**config.mk**
```make
export PLATFORM = sky130hd
export DESIGN_NAME = gate_seq_top
export DESIGN_NICKNAME = d
export VERILOG_FILES = /design/src/rtl/gate_seq_pkg.sv /design/src/rtl/gate_seq_refresh.sv /design/src/rtl/gate_seq_leg.sv /design/src/rtl/gate_seq_top.sv
export SDC_FILE = /design/constraint.sdc
export NUM_CORES = 1
export LEC_CHECK = 0
export BUFFER_PORTS_ARGS = -buffer_cell sky130_fd_sc_hd__buf_2
export CAP_MARGIN = 20
export CORE_MARGIN = 2
export CORE_UTILIZATION = 37
export DETAILED_ROUTE_END_ITERATION = 12
export GPL_ROUTABILITY_DRIVEN = 0
export HOLD_SLACK_MARGIN = 0.02
export PLACE_DENSITY = 0.63
export SLEW_MARGIN = 20
export SYNTH_ARGS = -nofsm -noshare
export SYNTH_HDL_FRONTEND = slang
export SYNTH_HIERARCHICAL = 1
export SYNTH_SLANG_ARGS = --single-unit
```
**constraint.sdc**
```tcl
create_clock -name clk_i -period 4.15 [get_ports clk_i]
set_clock_uncertainty 0.05 [all_clocks]
set_input_delay 1.245 -clock clk_i [delete_from_list [all_inputs] [get_ports clk_i]]
set_output_delay 1.245 -clock clk_i [all_outputs]
set_load 0.005 [all_outputs]
```
**src/rtl/gate_seq_pkg.sv**
```systemverilog
`timescale 1ns/1ps
package gate_seq_pkg;

    typedef enum logic [1:0] {
        SEQ_OFF     = 2'd0,
        SEQ_REFRESH = 2'd1,
        SEQ_RUN     = 2'd2
    } seq_state_e;

    typedef struct packed {
        logic hi;
        logic lo;
    } gate_pair_t;

    localparam gate_pair_t PAIR_LO_ONLY = '{hi: 1'b0, lo: 1'b1};
    localparam gate_pair_t PAIR_NONE    = '{hi: 1'b0, lo: 1'b0};

    // Requested leg state from the two commands and the mode
    function automatic gate_pair_t leg_request(input logic lo_cmd,
                                               input logic hi_cmd_n,
                                               input logic bypass);
        gate_pair_t r;
        r.lo = lo_cmd;
        if (bypass)
            r.hi = ~hi_cmd_n;
        else
            r.hi = ~hi_cmd_n & ~lo_cmd;   // low-side command wins
        return r;
    endfunction

endpackage

```
**src/rtl/gate_seq_refresh.sv**
```systemverilog
`timescale 1ns/1ps
module gate_seq_refresh
    import gate_seq_pkg::*;
#(
    parameter int RF_W = 12
) (
    input  logic            clk_i,
    input  logic            rst_i,
    input  logic            hold_off_i,
    input  logic [RF_W-1:0] refresh_cycles_i,
    output seq_state_e      state_o
);

    seq_state_e      state_q;
    logic [RF_W-1:0] left_q;
    logic [RF_W-1:0] rf_eff;

    always_comb rf_eff = (refresh_cycles_i == '0) ? RF_W'(1) : refresh_cycles_i;

    always_ff @(posedge clk_i) begin
        if (rst_i) begin
            state_q <= SEQ_OFF;
            left_q  <= '0;
        end else if (hold_off_i) begin
            state_q <= SEQ_OFF;
            left_q  <= '0;
        end else begin
            unique case (state_q)
                SEQ_OFF: begin
                    state_q <= SEQ_REFRESH;
                    left_q  <= rf_eff - RF_W'(1);
                end
                SEQ_REFRESH: begin
                    if (left_q == '0)
                        state_q <= SEQ_RUN;
                    else
                        left_q <= left_q - RF_W'(1);
                end
                default: state_q <= SEQ_RUN;
            endcase
        end
    end

    assign state_o = state_q;

    a_r9_hold_aborts: assert property (@(posedge clk_i) disable iff (rst_i)
        hold_off_i |=> state_q == SEQ_OFF);

    a_r8_release_starts_refresh: assert property (@(posedge clk_i) disable iff (rst_i)
        (state_q == SEQ_OFF && !hold_off_i) |=> state_q == SEQ_REFRESH);

endmodule

```
**src/rtl/gate_seq_leg.sv**
```systemverilog
`timescale 1ns/1ps
module gate_seq_leg
    import gate_seq_pkg::*;
#(
    parameter int DT_W = 8
) (
    input  logic            clk_i,
    input  logic            rst_i,
    input  logic            hold_off_i,
    input  seq_state_e      state_i,
    input  logic            bypass_i,
    input  logic            lo_cmd_i,
    input  logic            hi_cmd_n_i,
    input  logic [DT_W-1:0] dt_cycles_i,
    output gate_pair_t      gate_o
);

    gate_pair_t      req;
    gate_pair_t      pend_q;
    gate_pair_t      out_q;
    logic [DT_W-1:0] cnt_q;
    logic [DT_W-1:0] dt_eff;
    logic            running;

    always_comb begin
        req     = leg_request(lo_cmd_i, hi_cmd_n_i, bypass_i);
        dt_eff  = (dt_cycles_i == '0) ? DT_W'(1) : dt_cycles_i;
        running = !hold_off_i && (state_i == SEQ_RUN);
    end

    always_ff @(posedge clk_i) begin
        if (rst_i) begin
            out_q  <= PAIR_NONE;
            pend_q <= PAIR_LO_ONLY;
            cnt_q  <= '0;
        end else if (!running) begin
            out_q.hi <= 1'b0;
            out_q.lo <= !hold_off_i && (state_i == SEQ_REFRESH);
            pend_q   <= PAIR_LO_ONLY;
            cnt_q    <= '0;
        end else if (bypass_i) begin
            out_q  <= req;
            pend_q <= req;
            cnt_q  <= '0;
        end else if (req != pend_q) begin
            out_q  <= gate_pair_t'(out_q & req);   // turn-off at once
            pend_q <= req;
            cnt_q  <= dt_eff - DT_W'(1);
        end else if (cnt_q != '0) begin
            out_q <= gate_pair_t'(out_q & req);
            cnt_q <= cnt_q - DT_W'(1);
        end else begin
            out_q <= req;
        end
    end

    assign gate_o = out_q;

    a_r4_low_cmd_kills_upper: assert property (@(posedge clk_i) disable iff (rst_i)
        (running && !bypass_i && lo_cmd_i) |=> !out_q.hi);

    a_r4_exclusive_unless_bypass: assert property (@(posedge clk_i) disable iff (rst_i)
        (out_q.hi && out_q.lo) |-> $past(bypass_i));

    a_r3_upper_needs_low_input: assert property (@(posedge clk_i) disable iff (rst_i)
        $rose(out_q.hi) |-> !$past(hi_cmd_n_i));

    a_r8_refresh_lower_on: assert property (@(posedge clk_i) disable iff (rst_i)
        (state_i == SEQ_REFRESH && !hold_off_i) |=> (out_q.lo && !out_q.hi));

endmodule

```
**src/rtl/gate_seq_top.sv**
```systemverilog
`timescale 1ns/1ps
module gate_seq_top
    import gate_seq_pkg::*;
#(
    parameter int NPH  = 3,
    parameter int DT_W = 8,
    parameter int RF_W = 12
) (
    input  logic            clk_i,
    input  logic            rst_i,
    input  logic            dis_i,
    input  logic            uv_i,
    input  logic            bypass_i,
    input  logic [NPH-1:0]  lo_cmd_i,
    input  logic [NPH-1:0]  hi_cmd_n_i,
    input  logic [DT_W-1:0] dt_cycles_i,
    input  logic [RF_W-1:0] refresh_cycles_i,
    output logic [NPH-1:0]  gate_hi_o,
    output logic [NPH-1:0]  gate_lo_o
);

    logic       hold_off;
    seq_state_e seq_state;
    gate_pair_t leg_gate [NPH];

    always_comb hold_off = dis_i | uv_i;

    gate_seq_refresh #(.RF_W(RF_W)) u_refresh (
        .clk_i            (clk_i),
        .rst_i            (rst_i),
        .hold_off_i       (hold_off),
        .refresh_cycles_i (refresh_cycles_i),
        .state_o          (seq_state)
    );

    for (genvar p = 0; p < NPH; p++) begin : g_leg
        gate_seq_leg #(.DT_W(DT_W)) u_leg (
            .clk_i       (clk_i),
            .rst_i       (rst_i),
            .hold_off_i  (hold_off),
            .state_i     (seq_state),
            .bypass_i    (bypass_i),
            .lo_cmd_i    (lo_cmd_i[p]),
            .hi_cmd_n_i  (hi_cmd_n_i[p]),
            .dt_cycles_i (dt_cycles_i),
            .gate_o      (leg_gate[p])
        );
        assign gate_hi_o[p] = leg_gate[p].hi;
        assign gate_lo_o[p] = leg_gate[p].lo;
    end

    a_r1_disable_all_off: assert property (@(posedge clk_i) disable iff (rst_i)
        dis_i |=> (gate_hi_o == '0 && gate_lo_o == '0));

    a_r2_undervolt_all_off: assert property (@(posedge clk_i) disable iff (rst_i)
        uv_i |=> (gate_hi_o == '0 && gate_lo_o == '0));

endmodule

```
# After elaboration in Yosys (flattened, before gate mapping)
# Cells that the tools add are included.
[word_totals]
register_bits = 50
in_bits = 31
elab_cells = 98
[op_classes]
n_addsub = 6
eq_ne = 7
mux = 33
n_bitwise = 14
reduce_logical = 21
[op_table]
columns = ["op", "n"]
rows = [
  ["$mux W8", 7],
  ["$mux W2", 16],
  ["$sub A8 B1 Y8 const B", 4],
  ["$logic_not A12 Y1", 2],
  ["$mux W12", 2],
  ["$pmux W12 S2", 1],
  ["$reduce_bool A8 Y1", 3],
  ["$sub A12 B1 Y12 const B", 2],
  ["$reduce_bool A2 Y1", 7],
  ["$logic_not A8 Y1", 1],
  ["$not A1 Y1", 7],
  ["$and A2 B2 Y2", 3],
  ["$mux W1", 6],
  ["$ne A2 B2 Y1", 3],
  ["$ne A2 B2 Y1 const B", 2],
  ["$pmux W2 S2", 1],
  ["$reduce_or A2 Y1", 2],
  ["$and A1 B1 Y1", 3],
  ["$reduce_or A3 Y1", 1],
  ["$eq A2 B1 Y1 const B", 1],
  ["$eq A2 B2 Y1 const B", 1],
  ["$logic_and A1 B1 Y1", 2],
  ["$logic_not A2 Y1", 1],
  ["$reduce_and A2 Y1", 1],
  ["other kinds (2)", 2],
]

# Logic depth before layout (Yosys ltp)
[logic_depth]
depth_word = 8
ltp_mapped = 10

# Cells and area by module
# Netlist, hierarchy kept.
[by_module_without_submodules]
columns = ["module", "n_inst", "cells_each", "area_each_um2", "seq_area_each_um2"]
rows = [
  ["gate_seq_leg", 3, 89, 769.5, 240.2],
  ["gate_seq_refresh", 1, 145, 1159.9, 280.3],
  ["gate_seq_top", 1, 1, 6.3, 0.0],
]

# Worst setup path before layout
# No wires, ideal clock.
[synth_path]
kind = "input to register"
from = "in hi_cmd_n_i[0]"
to = "reg g_leg[0].u_leg.cnt_q[2]"
setup_ns = 0.130
arrival_time_ns = 3.138
setup_slack_ns = 0.832
cell_stages = 9
path_buffers = 0
path_cell_list = "and2b_1 mux2i_2 a21o_1 nand2b_1 nand2_1 ha_1 or4b_2 nand4b_1 nor3_2"
[synth_between]
elab_chain_len = 5
word_cells_on_any_way = 6
[synth_rtl]
columns = ["item", "line_no", "source"]
rows = [
  ["start, declared", "gate_seq_top.sv:15", "input logic [NPH-1:0] hi_cmd_n_i,"],
  ["$not A1 Y1 (*)", "gate_seq_pkg.sv:25, gate_seq_pkg.sv:27", ""],
  ["$and A1 B1 Y1", "gate_seq_pkg.sv:27", "r.hi = ~hi_cmd_n & ~lo_cmd;"],
  ["$mux W1 (*)", "gate_seq_pkg.sv:24", "if (bypass)"],
  ["$ne A2 B2 Y1 (*)", "gate_seq_leg.sv:45", "end else if (req != pend_q) begin"],
  ["$mux W8 or $reduce_bool A2 Y1 (tied branches)", "--", ""],
  ["end signal, assigned", "gate_seq_leg.sv:48", "cnt_q <= dt_eff - DT_W'(1);"],
  ["end signal, assigned", "gate_seq_leg.sv:51", "cnt_q <= cnt_q - DT_W'(1);"],
  ["end, declared", "gate_seq_leg.sv:21", "logic [DT_W-1:0] cnt_q;"],
]
# Every way passes the cells marked *; elsewhere a longest branch is shown, timed or not.
# A chain may end at the register's enable or synchronous reset.

# Final worst setup path
[layout_path]
from = "in bypass_i"
to = "reg g_leg[1].u_leg.cnt_q[2]"
[layout_between]
elab_chain_len = 3
word_cells_on_any_way = 5
[layout_rtl]
columns = ["item", "line_no", "source"]
rows = [
  ["start, declared", "gate_seq_top.sv:13", "input logic bypass_i,"],
  ["$mux W1", "gate_seq_pkg.sv:24", ""],
  ["$ne A2 B2 Y1", "gate_seq_leg.sv:45", ""],
  ["$mux W8 or $reduce_bool A2 Y1 (tied branches)", "--", ""],
  ["end signal, assigned", "gate_seq_leg.sv:48", ""],
  ["end signal, assigned", "gate_seq_leg.sv:51", ""],
  ["end, declared", "gate_seq_leg.sv:21", ""],
]
# Several ways; a longest one is shown, not always the timed one.

==> out/qor.yml <==
status: "finished clean"
cp_max_fo: 15
post-cts-setup-buffer-count: 0
fin_tns_setup_ps: 0
coreArea_um2: 9200
areaGrowthSynthToFinish_pct: 10.8
h-tree-depth: 2
wirelength_um: 8550
tritoncts: "built"
ys_top_cells_by_count: "nor2_1 (54), dfxtp_1 (50), nand2_1 (27)"
finalCritPeriodShare_pct: 83.9
setup_viol: 0
cts_buffers: 5
fp-row-count: 35
start_util_pct: 37.8
grt_max_degree: 22
cts_sinks: 50
post_cts_resized: 0
clk_latency_ps: 310
final_max_slew_viol_count: 0
p_clk_share_pct: 34.0
share_comb_of_total_power_pct: 18.7
clk_path_buf_depth: 2
r2r_slack_ps: 1530
final-hold-violation-count: 0
viasPerCell: 5.79
tightest_slew_ps: 902
irDropWorstVdd_uv: 124
min_path_type: "reg2reg"
seqPwrFrac_pct: 47.3
instances_no_fill: 559
fin_crit_ps: 3480
worstSetupPathType: "in2reg"
drtPass1Iterations: 4
p_leak_nw: 1.48
drt_iter0_markers: 130
postSynthCellCount: 413
wire_per_inst_um: 15.3
grt_pass1_wl_um: 14400
hpwl_um: 6340
max_cap_violations: 0
synth_edf_count: 0
netlist-cell-type-count: 63
floorplan.io_pins: 37
die_area_um2: 10200
powerDensity_nw_per_um2: 269
async_flop_share_pct: 0
synth.most_common_cell: "nor2_1"
avgSynthCellArea_um2: 8.41
synth_area_um2: 3470
reg2reg_from: "u_refresh/state_o[1]$_SDFFE_PP0P_"
cp-start-kind: "input pin"
nNetsFinal: 482
antenna_left: 0
min_from: "g_leg[1].u_leg/gate_o[1]$_SDFF_PP0_"
worst_setup_path_end_kind: "register"
synth_top_area_share_pct: 28.8
clk_pin_slew_ps: 100
synth-seq-area-share_pct: 28.8
p_int_mw: 0.743
maxSlewHeadroom_pct: 39.7
arrival_ps: 3640
fp.dieW_um: 101
swShare_pct: 28.3
synth_nets: 448
antenna_found_initial: 0
synth-main-ff-cell: "dfxtp_1"
grt.total_usage_pct: 17.4
overflow: 0
port_buffers: 36
cts_hold_buf: 0
die_h_um: 101
r2r_end: "u_refresh/left_q[8]$_SDFFE_PP0P_"
vias: 3234
worstHoldPathCells: 1
synthTopCellsByArea: "dfxtp_1 (29%), nor2_1 (5.8%), mux2i_1 (4.6%)"
dp_cells: 551
diodes: 0
p_sw_mw: 0.293
root_buffer: "clkbuf_8"
max_freq_mhz: 287
ys_warn_count: 6
reg2regPathDepth: 7
rsz0062_at_grt: "false"
yosys.area.top_type: "dfxtp_1"
drive_gt1_share_pct: 19.2
drc_errors: 0
hold_end: "g_leg[1].u_leg/gate_o[1]$_SDFF_PP0_"
grt_pass1_vias: 3187
ys_ff_latch: 50
cp.required_ps: 4300
## stage by stage
stage          instance area (µm²)  total power [mW]  util (%)  hold WS, ps  setup WS [ps]
2_1_floorplan                 3470             0.632         -          413            832
3_3_place_gp                  3740             0.690      40.7          419            464
3_5_place_dp                  3740             0.692      40.7          417            328
4_1_cts                       3850              1.04      41.9          439            665
5_1_grt                       3850              1.08      41.9          462            497
6_report                      3850              1.04      41.9          430            666
## power groups by stage
stage               logic [mW]  registers (mW)  clock network, mW
floorplan                0.132           0.499                  0
global placement         0.189           0.501                  0
detailed placement       0.192           0.501                  0
CTS                      0.193           0.490              0.361
global route             0.215           0.491              0.374
finish                   0.193           0.490              0.352
## worst max-delay path, cell delays in order
cell	delay, ps
buf_2	260
and2b_1	190
mux2i_2	380
a21o_1	280
nand2b_1	100
nand2_1	70
ha_1	300
or4b_2	620
nand4b_1	140
nor3_2	50
## how the worst max path moves through the flow
stage | startpoint | endpoint
6_report | bypass_i | g_leg[1].u_leg/cnt_q[2]$_SDFFE_PP0P_
3_5_place_dp | bypass_i | g_leg[1].u_leg/cnt_q[2]$_SDFFE_PP0P_
4_1_cts | bypass_i | g_leg[1].u_leg/cnt_q[2]$_SDFFE_PP0P_
3_3_place_gp | bypass_i | g_leg[2].u_leg/cnt_q[2]$_SDFFE_PP0P_
2_1_floorplan | hi_cmd_n_i[0] | g_leg[0].u_leg/cnt_q[2]$_SDFFE_PP0P_
5_1_grt | bypass_i | g_leg[0].u_leg/cnt_q[2]$_SDFFE_PP0P_
## cells in the final DEF, fill, tap and decap left out, types with 4 or more instances in the layout
| cell type | instances |
|---|---|
| clkbuf_8 | 5 |
| o21ai_0 | 7 |
| nand4_1 | 4 |
| o31ai_1 | 5 |
| a31oi_1 | 6 |
| xor2_1 | 6 |
| or3_1 | 13 |
| ha_1 | 4 |
| nand2_1 | 27 |
| a21o_1 | 4 |
| buf_2 | 36 |
| dfxtp_1 | 50 |
| nor4_1 | 4 |
| nor2b_1 | 10 |
| nand3_1 | 8 |
| a211oi_1 | 20 |
| nand4b_1 | 7 |
| nor3b_1 | 9 |
| nor3_1 | 23 |
| nor3_2 | 6 |
| nor2_1 | 54 |
| inv_1 | 6 |
| or2_2 | 4 |
| o31a_1 | 4 |
| nand3b_1 | 6 |
| o311ai_0 | 4 |
| nand2b_1 | 8 |
| a21oi_1 | 16 |
| xnor2_1 | 12 |
| mux2i_1 | 16 |
## kinds of logic (layout without fill, tap and decap cells)
kind of cell | after synthesis | in the layout | share of synthesized area (%)
multiplexers | 22 | 22 | 6.77
buffers and inverters | 18 | 53 | 2.70
XOR/XNOR | 18 | 18 | 4.54
AO/OA/AOI/OAI | 91 | 91 | 21.5
flip-flops | 50 | 50 | 28.8
AND/OR/NAND/NOR | 210 | 210 | 34.2
adder cells (fa/ha/maj) | 4 | 4 | 1.44
## registers in the layout, indices dropped and copies added, names as in the netlist
signal	count
u_refresh/state_o	2
g_leg.u_leg/pend_q	6
u_refresh/left_q	12
g_leg.u_leg/cnt_q	24
g_leg.u_leg/gate_o	6
## layout make-up
type | count | area [µm²]
inverters | 6 | 22.5
clock buffers | 7 | 76.3
clock inverters | 1 | 30.0
fillers | 966 | 5350
repair buffers | 39 | 203
multi-input cells | 345 | 2380
flip-flops and latches | 50 | 1000
well taps | 111 | 139
## layer usage
layer | global-route usage, % | part of all wire [%] | vias to the layer above
met3 | 2.50 | 3.0 | 10
met2 | 31.7 | 49 | 52
met4 | 5.51 | 1.3 | 0
met5 | 0 | 0 | -
li1 | - | - | 1622
met1 | 21.1 | 47 | 1550
Note: power is estimated with default switching activity, not from simulation.
